--- config.mk ---
export PLATFORM = sky130hd
export DESIGN_NAME = peak_meter_serial
export DESIGN_NICKNAME = d
export VERILOG_FILES = /design/src/rtl/pm_pkg.sv /design/src/rtl/pm_sync.sv /design/src/rtl/pm_idle_timer.sv /design/src/rtl/pm_peak_hold.sv /design/src/rtl/pm_shift_out.sv /design/src/rtl/peak_meter_serial.sv
export SDC_FILE = /design/constraint.sdc
export NUM_CORES = 1
export LEC_CHECK = 0
export BUFFER_PORTS_ARGS = -buffer_cell sky130_fd_sc_hd__buf_2
export CORE_ASPECT_RATIO = 0.6
export CORE_MARGIN = 2
export CORE_UTILIZATION = 59
export CTS_CLUSTER_SIZE = 16
export DETAILED_ROUTE_END_ITERATION = 16
export PLACE_DENSITY = 0.89
export SETUP_SLACK_MARGIN = 0.05
export SYNTH_ARGS = -nofsm -noshare
export SYNTH_HDL_FRONTEND = slang
export SYNTH_SLANG_ARGS = --single-unit
--- constraint.sdc ---
create_clock -name clk -period 2.34 [get_ports clk]
set_input_delay 0.585 -clock clk [delete_from_list [all_inputs] [get_ports clk]]
set_output_delay 0.585 -clock clk [all_outputs]
set_load 0.005 [all_outputs]
--- src/rtl/pm_pkg.sv ---
package pm_pkg;
  localparam int SMP_W  = 16;
  localparam int PEAK_W = 8;
  localparam int NCH    = 2;

  // Absolute value with saturation of the most negative code.
  function automatic logic [SMP_W-1:0] sat_abs(input logic [SMP_W-1:0] x);
    logic [SMP_W-1:0] r;
    if (!x[SMP_W-1])
      r = x;
    else if (x == {1'b1, {(SMP_W-1){1'b0}}})
      r = {1'b0, {(SMP_W-1){1'b1}}};
    else
      r = (~x) + 1'b1;
    return r;
  endfunction

  // Top bits of the magnitude below the (always clear) sign position.
  function automatic logic [PEAK_W-1:0] peak_code(input logic [SMP_W-1:0] x);
    logic [SMP_W-1:0] m;
    m = sat_abs(x);
    return m[SMP_W-2 -: PEAK_W];
  endfunction
endpackage

--- src/rtl/pm_sync.sv ---
module pm_sync #(
  parameter int STAGES = 2
) (
  input  logic clk,
  input  logic rst_n,
  input  logic d_async,
  output logic q
);
  logic [STAGES-1:0] chain;

  always_ff @(posedge clk or negedge rst_n) begin
    if (!rst_n) chain <= '0;
    else        chain <= {chain[STAGES-2:0], d_async};
  end

  assign q = chain[STAGES-1];
endmodule

--- src/rtl/pm_idle_timer.sv ---
module pm_idle_timer #(
  parameter int IDLE_CYCLES = 64
) (
  input  logic clk,
  input  logic rst_n,
  input  logic kick,
  output logic busy,
  output logic expire
);
  localparam int CW = $clog2(IDLE_CYCLES + 1);
  localparam logic [CW-1:0] RELOAD = CW'(IDLE_CYCLES);

  logic [CW-1:0] cnt;

  always_ff @(posedge clk or negedge rst_n) begin
    if (!rst_n)         cnt <= '0;
    else if (kick)      cnt <= RELOAD;
    else if (cnt != '0) cnt <= cnt - 1'b1;
  end

  assign busy   = kick || (cnt != '0);
  assign expire = !kick && (cnt == CW'(1));
endmodule

--- src/rtl/pm_peak_hold.sv ---
module pm_peak_hold
  import pm_pkg::*;
(
  input  logic              clk,
  input  logic              rst_n,
  input  logic              capture,
  input  logic              clear,
  input  logic [SMP_W-1:0]  sample,
  output logic [PEAK_W-1:0] peak
);
  logic [PEAK_W-1:0] code;
  logic              bigger;

  assign code   = peak_code(sample);
  assign bigger = code > peak;

  always_ff @(posedge clk or negedge rst_n) begin
    if (!rst_n)                 peak <= '0;
    else if (clear)             peak <= '0;
    else if (capture && bigger) peak <= code;
  end
endmodule

--- src/rtl/pm_shift_out.sv ---
module pm_shift_out
  import pm_pkg::*;
(
  input  logic                   clk,
  input  logic                   rst_n,
  input  logic                   load,
  input  logic                   sclk_rise,
  input  logic                   sclk_fall,
  input  logic                   abort,
  input  logic [NCH*PEAK_W-1:0]  par_in,
  output logic                   dout,
  output logic                   clr_all,
  output logic [$clog2(NCH*PEAK_W)-1:0] bit_cnt
);
  localparam int TOTAL = NCH * PEAK_W;
  localparam int BW    = $clog2(TOTAL);
  localparam logic [BW-1:0] LAST = BW'(TOTAL - 1);

  logic [TOTAL-1:0] shreg;

  always_ff @(posedge clk or negedge rst_n) begin
    if (!rst_n)         shreg <= '0;
    else if (load)      shreg <= par_in;
    else if (sclk_fall) shreg <= {1'b0, shreg[TOTAL-1:1]};
  end

  assign clr_all = sclk_rise && (bit_cnt == LAST);

  always_ff @(posedge clk or negedge rst_n) begin
    if (!rst_n)         bit_cnt <= '0;
    else if (clr_all)   bit_cnt <= '0;
    else if (sclk_rise) bit_cnt <= bit_cnt + 1'b1;
    else if (abort)     bit_cnt <= '0;
  end

  assign dout = shreg[0];
endmodule

--- src/rtl/peak_meter_serial.sv ---
module peak_meter_serial
  import pm_pkg::*;
#(
  parameter int IDLE_CYCLES = 64,
  parameter int SYNC_STAGES = 2
) (
  input  logic        clk,
  input  logic        rst_n,
  input  logic        meter_en,
  input  logic        smp_valid,
  input  logic        smp_right,
  input  logic [15:0] smp_data,
  input  logic        ser_clk,
  input  logic        ser_latch,
  output logic        ser_dout
);
  localparam int BW = $clog2(NCH * PEAK_W);

  logic sclk_s, latch_s, sclk_d, latch_d;
  logic sclk_rise, sclk_fall, latch_rise, sclk_edge;
  logic busy, tmr_expire, clr_all, capture_ok;
  logic [BW-1:0] bit_cnt;
  logic [PEAK_W-1:0] peak_q [NCH];
  logic [PEAK_W-1:0] peak_l, peak_r;

  pm_sync #(.STAGES(SYNC_STAGES)) u_sync_clk (
    .clk(clk), .rst_n(rst_n), .d_async(ser_clk), .q(sclk_s));
  pm_sync #(.STAGES(SYNC_STAGES)) u_sync_lat (
    .clk(clk), .rst_n(rst_n), .d_async(ser_latch), .q(latch_s));

  always_ff @(posedge clk or negedge rst_n) begin
    if (!rst_n) begin
      sclk_d  <= 1'b0;
      latch_d <= 1'b0;
    end else begin
      sclk_d  <= sclk_s;
      latch_d <= latch_s;
    end
  end

  assign sclk_rise  = sclk_s && !sclk_d;
  assign sclk_fall  = !sclk_s && sclk_d;
  assign latch_rise = latch_s && !latch_d;
  assign sclk_edge  = sclk_rise || sclk_fall;

  pm_idle_timer #(.IDLE_CYCLES(IDLE_CYCLES)) u_timer (
    .clk(clk), .rst_n(rst_n), .kick(sclk_edge),
    .busy(busy), .expire(tmr_expire));

  assign capture_ok = meter_en && smp_valid && !busy;

  for (genvar ch = 0; ch < NCH; ch++) begin : g_chan
    logic sel;
    assign sel = (ch == 0) ? !smp_right : smp_right;
    pm_peak_hold u_hold (
      .clk(clk), .rst_n(rst_n),
      .capture(capture_ok && sel),
      .clear(clr_all),
      .sample(smp_data),
      .peak(peak_q[ch]));
  end

  assign peak_l = peak_q[0];
  assign peak_r = peak_q[1];

  pm_shift_out u_shift (
    .clk(clk), .rst_n(rst_n),
    .load(latch_rise),
    .sclk_rise(sclk_rise),
    .sclk_fall(sclk_fall),
    .abort(tmr_expire),
    .par_in({peak_r, peak_l}),
    .dout(ser_dout),
    .clr_all(clr_all),
    .bit_cnt(bit_cnt));
endmodule

Word-level counts from Yosys, hierarchy flattened
Cells that the tools add are included.
Cells by class
  $lt $le $gt $ge: 2
  div/mod/pow operators: 0
  bitwise gates (word level): 1
  shift-type cells: 0
  multiply operators: 0
  add/sub/neg operators: 3
  multiplexer cells: 13
  reductions and logical operators: 25
  equal/unequal tests: 3
Operators by type and width (number)
  $mux W16: 2
  $mux W8: 4
  $mux W15: 2
  $eq A16 B16 Y1 const B: 1
  $gt A8 B8 Y1: 2
  $add A15 B1 Y15 const B: 1
  $not A15 Y15: 1
  $mux W7: 2
  $mux W4: 3
  $logic_and A1 B1 Y1: 11
  $reduce_bool A2 Y1: 4
  $eq A7 B1 Y1 const B: 1
  $reduce_bool A7 Y1: 1
  $sub A7 B1 Y7 const B: 1
  $logic_not A1 Y1: 6
  $add A4 B1 Y4 const B: 1
  $eq A4 B4 Y1 const B: 1
  $reduce_bool A3 Y1: 1
  $logic_or A1 B1 Y1: 2
Word-level totals
  RAM bits: 0
  ROM bits: 0
  bits of input ports: 23
  latch bits: 0
  memories: 0
  flip-flop bits (word level): 49

Depth between registers and ports, before layout
Gate-level depths: netlist (run 1).
  depth after elaboration: 10
  depth in mapped cells: 12

Modules after synthesis
Synthesis (run 1) repeated with hierarchy kept, for this count alone.
Unflattened totals
  cells, all modules: 347
  area, all modules: 3283.1 um^2
By module, submodules not included
  pm_shift_out: cells each 91, seq. area each 500.5 um^2, area each 957.2 um^2, instances 1
  pm_peak_hold at g_chan[1].u_hold: cells each 108, seq. area each 200.2 um^2, area each 913.4 um^2, instances 1
  pm_peak_hold at g_chan[0].u_hold: cells each 93, seq. area each 200.2 um^2, area each 787.0 um^2, instances 1
  pm_idle_timer: cells each 41, seq. area each 175.2 um^2, area each 409.1 um^2, instances 1
  peak_meter_serial: cells each 10, seq. area each 50.0 um^2, area each 116.4 um^2, instances 1
  pm_sync: cells each 2, seq. area each 50.0 um^2, area each 50.0 um^2, instances 2

Worst setup path before layout (run 1)
OpenSTA, ideal clock, no wires.
  kind: input-to-reg
  from: input port smp_data[4]
  to: register g_chan[0].u_hold.peak[5]
  stages: 10
  required time: 2274 ps
  buffers on the path: 0
  slack: -721 ps
  library setup time: 66 ps
  arrival time: 2994 ps
  path through: nor4_4 -> nand3b_2 -> o21ai_0 -> mux2i_1 -> ha_1 -> and4b_1 -> a211oi_1 -> o221ai_1 -> a21boi_1 -> a22o_1
Between the ends
  cells in the longest elaborated chain, start to end: 7
RTL lines
  start: declaration: RTL line peak_meter_serial.sv:12  | input logic [15:0] smp_data,
  $not A15 Y15: RTL line pm_pkg.sv:14  | r = (~x) + 1'b1;
  $add A15 B1 Y15: RTL line pm_pkg.sv:14
  $mux W15 (*): RTL line pm_pkg.sv:11  | else if (x == {1'b1, {(SMP_W-1){1'b0}}})
  $mux W15 (*): RTL line pm_pkg.sv:9  | if (!x[SMP_W-1])
  $gt A8 B8 Y1: RTL line pm_peak_hold.sv:15  | assign bigger = code > peak;
  $logic_and A1 B1 Y1: RTL line pm_peak_hold.sv:20  | else if (capture && bigger) peak <= code;
  $reduce_bool A2 Y1 (no line)
  end signal: assignment: RTL line pm_peak_hold.sv:20
  end: declaration: RTL line pm_peak_hold.sv:9  | output logic [PEAK_W-1:0] peak
Every way passes the cells marked *; elsewhere a longest branch is shown, timed or not. The select of a mux whose other input is x is not followed.
A chain may end at the register's enable or synchronous reset.

Worst setup path in the final report (run 1)
  from: input port smp_data[1]
  to: register g_chan[0].u_hold.peak[5]
The elaborated chain is that of the path after synthesis.

==> metrics.csv, run 1 <==
metric,value,unit
status,"finished, violations left",
failing checks,setup timing,
clock skew,0.0145,ns
Starting DRT DRC Count,320,
worst endpoint data arrival time,3.32,ns
WL/cell,23.2,um
Synth Area in XOR/XNOR,0.0127,
CTS Buffer Depth,2,
area grow syn2layout,32.7,%
register area share after synthesis,0.443,
busiest grt layer,met2,
main combinational cell family by area after synthesis,compound AO/OA/AOI/OAI gates,
ANT nets after route,0,
Yosys reg bits,49,
"EDFF count, synth",0,
die height,57.1,um
min Tclk post-route,3.11,ns
Crit. End Element,register,
post-route setup TNS,-11.13,ns
power per cell area,823,nW/um^2
# fillers,235,
RSZ-0062 raised after global routing,yes,
GPL Wtd Cong,1.01,
CP required,2.54,ns
CTS tree,built,
P_leak,1.75,nW
DIE AREA,5270,um^2
FP Rows,19,
leading area contributor after synthesis,dfrtp_1,
post-synthesis mux area share,0.0696,
"Top FF cell, synth",dfrtp_1,
Hold Fails Final Rpt,0,
reg2reg end,g_chan[0].u_hold.peak[1],
Comb pwr share,0.393,
layout cell share with drive strength beyond 1,0.353,
vias per inst,6.78,
antenna violations before repair,0,
Synth Area in Compound Gates,0.180,
drt drc,0,
Cell variety after synth,47,
number of antenna repair diodes,0,
Crit Path Category,primary input to register,
reg2reg setup slack,0.07,ns
total CTS buffers,5,
gr usage total,0.344,
"Core Util, Final",0.809,
Sink Count,49,
"Max FO, Critical Path",8,
Worst VDD drop,763,uV
Post-Syn Instances,275,
Post-Syn Area,2770,um^2
HP Class,primary input to asynchronous set/reset pin,
Tcrit/Tclk final,1.33,
Max-slew headroom,0.573,
Worst-Margin Slew,0.639,ns
sequential power share,0.430,
Total Nets Final,389,
pre-CTS WS,-0.917,ns
Worst R2R Path Depth,6,
Die W,92.4,um
ranking of synthesized cells by area,"dfrtp_1 44%, ha_1 9.5%, mux2i_1 6.1%",
f_max,0.321,GHz
met2 GRT Util,0.531,
htree depth,2,
"Clk Latency, worst-skew pair",0.33,ns
GRT overflow,0,
Ys Warns,0,
Worst Slack Setup Final,-0.772,ns
post-synthesis simple-gate area fraction,0.160,
switching fraction of total power,0.393,
Root Driver,clkbuf_8,
Vias,2774,
Setup-failing EPs final,16,
first-pass GRT wire length,13700,um
total of max-cap violations,0,
Initial Utilization,0.610,
Syn Nets,319,
post-synth top area share,0.443,
vias in the first global route,2698,
final hold slack,0.332,ns
syn_area_per_cell,10.1,um^2
drt first pass iters,5,
max-slew violations,0,
M1 GR Usage,0.458,
Psw,0.00119,W
Core Area,4540,um^2
GRT met3 Usage,0.0951,
largest net degree at the start of global routing,50,
Final Power,0.00302,W
Clock transition at path regs,0.10,ns
clock power share,0.177,
PortBufs,23,
adder-cell share of the synthesized area,0.0949,
routed wire length,9470,um
r2r startpoint,sclk_d,
Post-synth ARST share,1.00,
I/O Pins,24,
Int Pwr,0.00183,W
crit path launch type,primary input,
Post-DP HPWL,4850,um
-- metrics by stage --
step | std cells | cell area, um^2
floorplan | 275 | 2770
global placement | 387 | 3190
detailed placement | 387 | 3190
CTS | 404 | 3550
global route | 409 | 3670
finish | 409 | 3670
-- critical path, cell delays in order --
cell and delay [ns]:
buf_6 0.09, nor4_4 0.31, buf_4 0.17, nand4_1 0.12, buf_4 0.20, o211ai_1 0.26
o21a_2 0.32, ha_4 0.26, a21oi_1 0.23, o221ai_2 0.17, buf_4 0.17, and3_4 0.21
a22o_1 0.21
-- cell usage after synthesis (2+ instances only) --
cell type	count
nor2_1	7
nor3b_1	3
nand2_1	34
mux2i_1	17
a21oi_1	7
o21ai_0	22
ha_1	21
and2_1	2
a31oi_1	2
o211ai_1	3
xnor2_1	2
nor3_2	3
a22o_1	10
buf_2	2
clkbuf_1	7
nand4_1	7
and3_1	3
nor2b_1	3
o21a_1	4
o2bb2ai_1	7
dfrtp_1	49
o211a_1	2
nor4_1	2
o31a_1	3
xor2_1	2
nand3_1	5
inv_1	20
a21o_1	3
nor3_1	5
-- what timing repair did --
action / 4_1_cts / 5_1_grt
pin swaps: 26 / 18
setup endpoints to repair: 16 / 16
hold buffers: 0 / 0
gates resized for setup: 39 / 10
buffers inserted: 9 / 5
-- logic make-up after synthesis --
logic type	count (synthesis)
simple gates	82
compound gates	72
flops	49
buf+inv	29
fa+ha+maj	21
mux	18
xor+xnor	4
-- placed cells by master (no fill, tap or decap), types with 7 or more instances in the layout --
cell,instances
mux2i_1,17
o21ai_0,19
buf_4,47
inv_1,20
dfrtp_1,49
ha_1,14
nand4_1,7
a22o_1,10
ha_4,7
nand2_1,34
buf_2,21
-- layer usage --
metal	part of all wire	vias to the layer above	wire (um)
li1	-	1142	-
met1	0.38	1301	3620
met2	0.44	237	4160
met3	0.11	94	1060
met4	0.066	0	627
met5	0	-	0
-- power by group through the flow --
stage / clock [W] / combinational, W / sequential [W]
2_1_floorplan: 0 / 0.000603 / 0.00122
3_3_place_gp: 0 / 0.000787 / 0.00126
3_5_place_dp: 0 / 0.000849 / 0.00128
4_1_cts: 0.000508 / 0.000972 / 0.00127
5_1_grt: 0.000560 / 0.00127 / 0.00132
6_report: 0.000535 / 0.00119 / 0.00130
-- flip-flops by register name, summed over array words and instances, names as in the netlist --
| signal | count |
|---|---|
| u_timer.cnt | 7 |
| u_shift.shreg | 16 |
| u_sync_clk.chain | 2 |
| latch_d | 1 |
| u_shift.bit_cnt | 4 |
| sclk_d | 1 |
| g_chan.u_hold.peak | 16 |
| u_sync_lat.chain | 2 |
-- how the worst max path moves through the flow --
stage	startpoint	endpoint	cells after the start
2_1_floorplan	smp_data[4]	g_chan[0].u_hold.peak[5]	11
3_3_place_gp	smp_data[4]	g_chan[0].u_hold.peak[6]	11
3_5_place_dp	smp_data[4]	g_chan[0].u_hold.peak[1]	11
4_1_cts	smp_data[0]	g_chan[0].u_hold.peak[1]	11
5_1_grt	smp_data[1]	g_chan[0].u_hold.peak[5]	13
6_report	smp_data[1]	g_chan[0].u_hold.peak[5]	13
-- final cells by class --
class | count | area (um^2) | share of cell area
sequential | 49 | 1230 | 0.334
multi-input combinational | 197 | 1700 | 0.464
inverter | 20 | 75.1 | 0.0204
tap | 63 | 78.8 | 0.0215
clock buffer | 6 | 72.6 | 0.0198
clock inverter | 2 | 13.8 | 0.00375
timing repair buffer | 72 | 503 | 0.137
No activity file was read; power rests on OpenSTA's default activity.
==> run 2, diff against run 1 <==
--- a/config.mk
+++ b/config.mk
@@ -8,11 +8,12 @@
 export BUFFER_PORTS_ARGS = -buffer_cell sky130_fd_sc_hd__buf_2
 export CORE_ASPECT_RATIO = 0.6
 export CORE_MARGIN = 2
-export CORE_UTILIZATION = 59
+export CORE_UTILIZATION = 60
 export CTS_CLUSTER_SIZE = 16
 export DETAILED_ROUTE_END_ITERATION = 16
 export PLACE_DENSITY = 0.89
 export SETUP_SLACK_MARGIN = 0.05
 export SYNTH_ARGS = -nofsm -noshare
 export SYNTH_HDL_FRONTEND = slang
+export SYNTH_HIERARCHICAL = 1
 export SYNTH_SLANG_ARGS = --single-unit
==> constraint.sdc (replaced) <==
create_clock -name clk -period 3 [get_ports clk]
set_input_delay 0.75 -clock clk [delete_from_list [all_inputs] [get_ports clk]]
set_output_delay 0.75 -clock clk [all_outputs]
set_load 0.005 [all_outputs]
==> run 2 against run 1 <==
Effect of this change: the flow still finishes with violations (setup timing); largest power group is now combinational cells; routed wire length is 15% higher; sequential power is 18% lower; highest routed layer unchanged; clock-buffer cell count is 1 higher; clock power is 9.2% lower; first-iteration DRC count is 17% higher; via count is 23% higher; global-route usage is 0.59 points lower; combinational power is 9% lower.
==> metrics.csv, run 2 <==
metric,value,unit
status,"finished, violations left",
failing checks,setup timing,
most frequent cells in the layout,"61 x buf_4, 49 x dfrtp_1, 31 x nand2_1, 26 x inv_1, 21 x a21oi_1",
"Max FO, Critical Path",6,
Cell variety after synth,68,
CTS tree,built,
I/O Pins,24,
Ys Warns,6,
biggest regs,"g_chan.u_hold/peak: 16 flops, u_shift/shreg: 16 flops, u_timer/cnt: 7 flops",
Total Nets Final,477,
Comb pwr share,0.410,
"top cells by count, synth","49 x dfrtp_1, 34 x nand2_1, 26 x inv_1, 24 x a21oi_1, 23 x mux2i_1",
reg2reg setup slack,0.54,ns
die height,61.3,um
reg2reg end,g_chan[1].u_hold/peak[7],
hold depth,0,
RSZ-0062 raised after global routing,yes,
CTS Buffer Depth,2,
"Top FF cell, synth",dfrtp_1,
routed wire length,10900,um
Initial Utilization,0.637,
r2r startpoint,u_timer/cnt[4],
Starting DRT DRC Count,375,
Die W,99.5,um
DIE AREA,6100,um^2
Post-Syn Area,3280,um^2
Core Area,5150,um^2
Post-Syn Instances,347,
P_leak,1.96,nW
layout cell share with drive strength beyond 1,0.371,
Critical path origin,smp_data[1],
register area share after synthesis,0.373,
"most common cell after layout, fill and taps aside",buf_4,
total of max-cap violations,0,
clock skew,0.00584,ns
ranking of synthesized cells by area,"dfrtp_1 37%, ha_1 8.0%, mux2i_1 7.0%",
crit path launch type,primary input,
antenna violations before repair,0,
leading area contributor after synthesis,dfrtp_1,
"EDFF count, synth",0,
GPL Wtd Cong,0.867,
FP Rows,20,
Setup-failing EPs final,16,
Post-DP HPWL,6470,um
power per cell area,606,nW/um^2
most frequent cell after synthesis,dfrtp_1,
CP required,3.19,ns
Post-Place Cells,478,
Yosys reg bits,49,
syn_area_per_cell,9.46,um^2
min Tclk post-route,3.21,ns
worst endpoint data arrival time,3.40,ns
htree depth,2,
drt drc,0,
HP Class,register to register,
post-synth top area share,0.373,
Tcrit/Tclk final,1.07,
Worst Slack Setup Final,-0.213,ns
Crit. End Element,register,
total CTS buffers,5,
PortBufs,23,
worst hold path startpoint,u_sync_lat/chain[0],
sequential power share,0.405,
clock power share,0.185,
Post-synth ARST share,1.00,
Hold Fails Final Rpt,0,
Hold EP,u_sync_lat/chain[1],
drt first pass iters,6,
Int Pwr,0.00165,W
gr usage total,0.338,
first-pass GRT wire length,15600,um
largest net degree at the start of global routing,33,
f_max,0.311,GHz
Psw,0.000984,W
WL/cell,21.8,um
Root Driver,clkbuf_8,
Worst VDD drop,412,uV
Sink Count,49,
Syn Nets,391,
"Cell Count, Final, Fillers Out",501,
vias in the first global route,3307,
"Clk Latency, worst-skew pair",0.30,ns
vias per inst,6.81,
area grow syn2layout,32.2,%
Max-slew headroom,0.334,
Crit Path Category,primary input to register,
switching fraction of total power,0.374,
Clock transition at path regs,0.09,ns
Worst-Margin Slew,1.00,ns
ANT nets after route,0,
Worst R2R Path Depth,9,
max-slew violations,0,
Vias,3413,
Final Power,0.00263,W
GRT overflow,0,
==> run 2: metrics by stage <==
| step | setup TNS, ns | instance area (um^2) | setup slack, ns | util | hold WS [ns] |
|---|---|---|---|---|---|
| 3_3_place_gp | -5.43 | 3870 | -0.393 | 0.751 | 0.334 |
| 3_5_place_dp | -7.06 | 3870 | -0.572 | 0.751 | 0.338 |
| 4_1_cts | -0.733 | 4180 | -0.136 | 0.811 | 0.358 |
| 2_1_floorplan | -1.78 | 3340 | -0.230 | - | 0.331 |
| 5_1_grt | -2.73 | 4340 | -0.264 | 0.841 | 0.360 |
| 6_report | -1.94 | 4340 | -0.213 | 0.842 | 0.355 |
==> run 2: final cells by class <==
cell class,count,area (um^2)
diodes,1,2.50
clock buffers,7,86.3
clock inverters,1,30.0
fillers,259,816
inverters,27,101
multi-input cells,260,2140
flip-flops and latches,49,1230
well taps,66,82.6
repair buffers,90,668
==> run 2: kinds of logic after synthesis <==
| family | Yosys count | synth area share |
|---|---|---|
| adders and majority gates | 21 | 0.0800 |
| buffers and inverters | 38 | 0.0514 |
| AOI/OAI and AO/OA | 91 | 0.191 |
| xor gates and xnor gates | 10 | 0.0267 |
| and+or+nand+nor | 114 | 0.204 |
| DFF | 49 | 0.373 |
| muxes | 24 | 0.0736 |
==> run 2: how the worst max path moves through the flow <==
stage                                          end  slack, ns  cells after the start
after floorplan           g_chan[0].u_hold/peak[3]      -0.23                     12
after global placement    g_chan[0].u_hold/peak[5]      -0.39                     14
after detailed placement  g_chan[0].u_hold/peak[3]      -0.57                     14
after CTS                 g_chan[0].u_hold/peak[3]      -0.14                     14
after global routing      g_chan[0].u_hold/peak[3]      -0.26                     14
final                     g_chan[0].u_hold/peak[3]      -0.21                     14
==> run 2: critical path, stage by stage <==
cell and delay [ns]:
buf_6 0.09, or4_4 0.56, nor4b_4 0.27, buf_6 0.18, buf_6 0.10, a311oi_1 0.07
a21oi_1 0.21, ha_1 0.29, a21oi_1 0.13, o21ai_1 0.09, o21ai_2 0.20, buf_6 0.17
mux2i_2 0.22, nor2_1 0.07
==> run 2: timing repair <==
item                       4_1_cts  5_1_grt
setup endpoints to repair       16       16
resized for setup               31       24
gates cloned                     1        0
setup buffers                    6        7
hold buffers                     0        0
pin swaps                       29       14
==> run 2: per-layer routing <==
metal / GRT usage / share of wire
met3: 0.0749 / 0.084
met5: 0 / 0
met2: 0.599 / 0.47
met4: 0.151 / 0.065
met1: 0.411 / 0.38
==> run 2: power groups by stage <==
| stage | Clock [W] | Sequential, W | Combinational, W |
|---|---|---|---|
| after floorplan | 0 | 0.000993 | 0.000624 |
| after global placement | 0 | 0.00103 | 0.000811 |
| after detailed placement | 0 | 0.00105 | 0.000891 |
| after CTS | 0.000485 | 0.00104 | 0.000950 |
| after global routing | 0.000519 | 0.00108 | 0.00116 |
| final | 0.000486 | 0.00107 | 0.00108 |
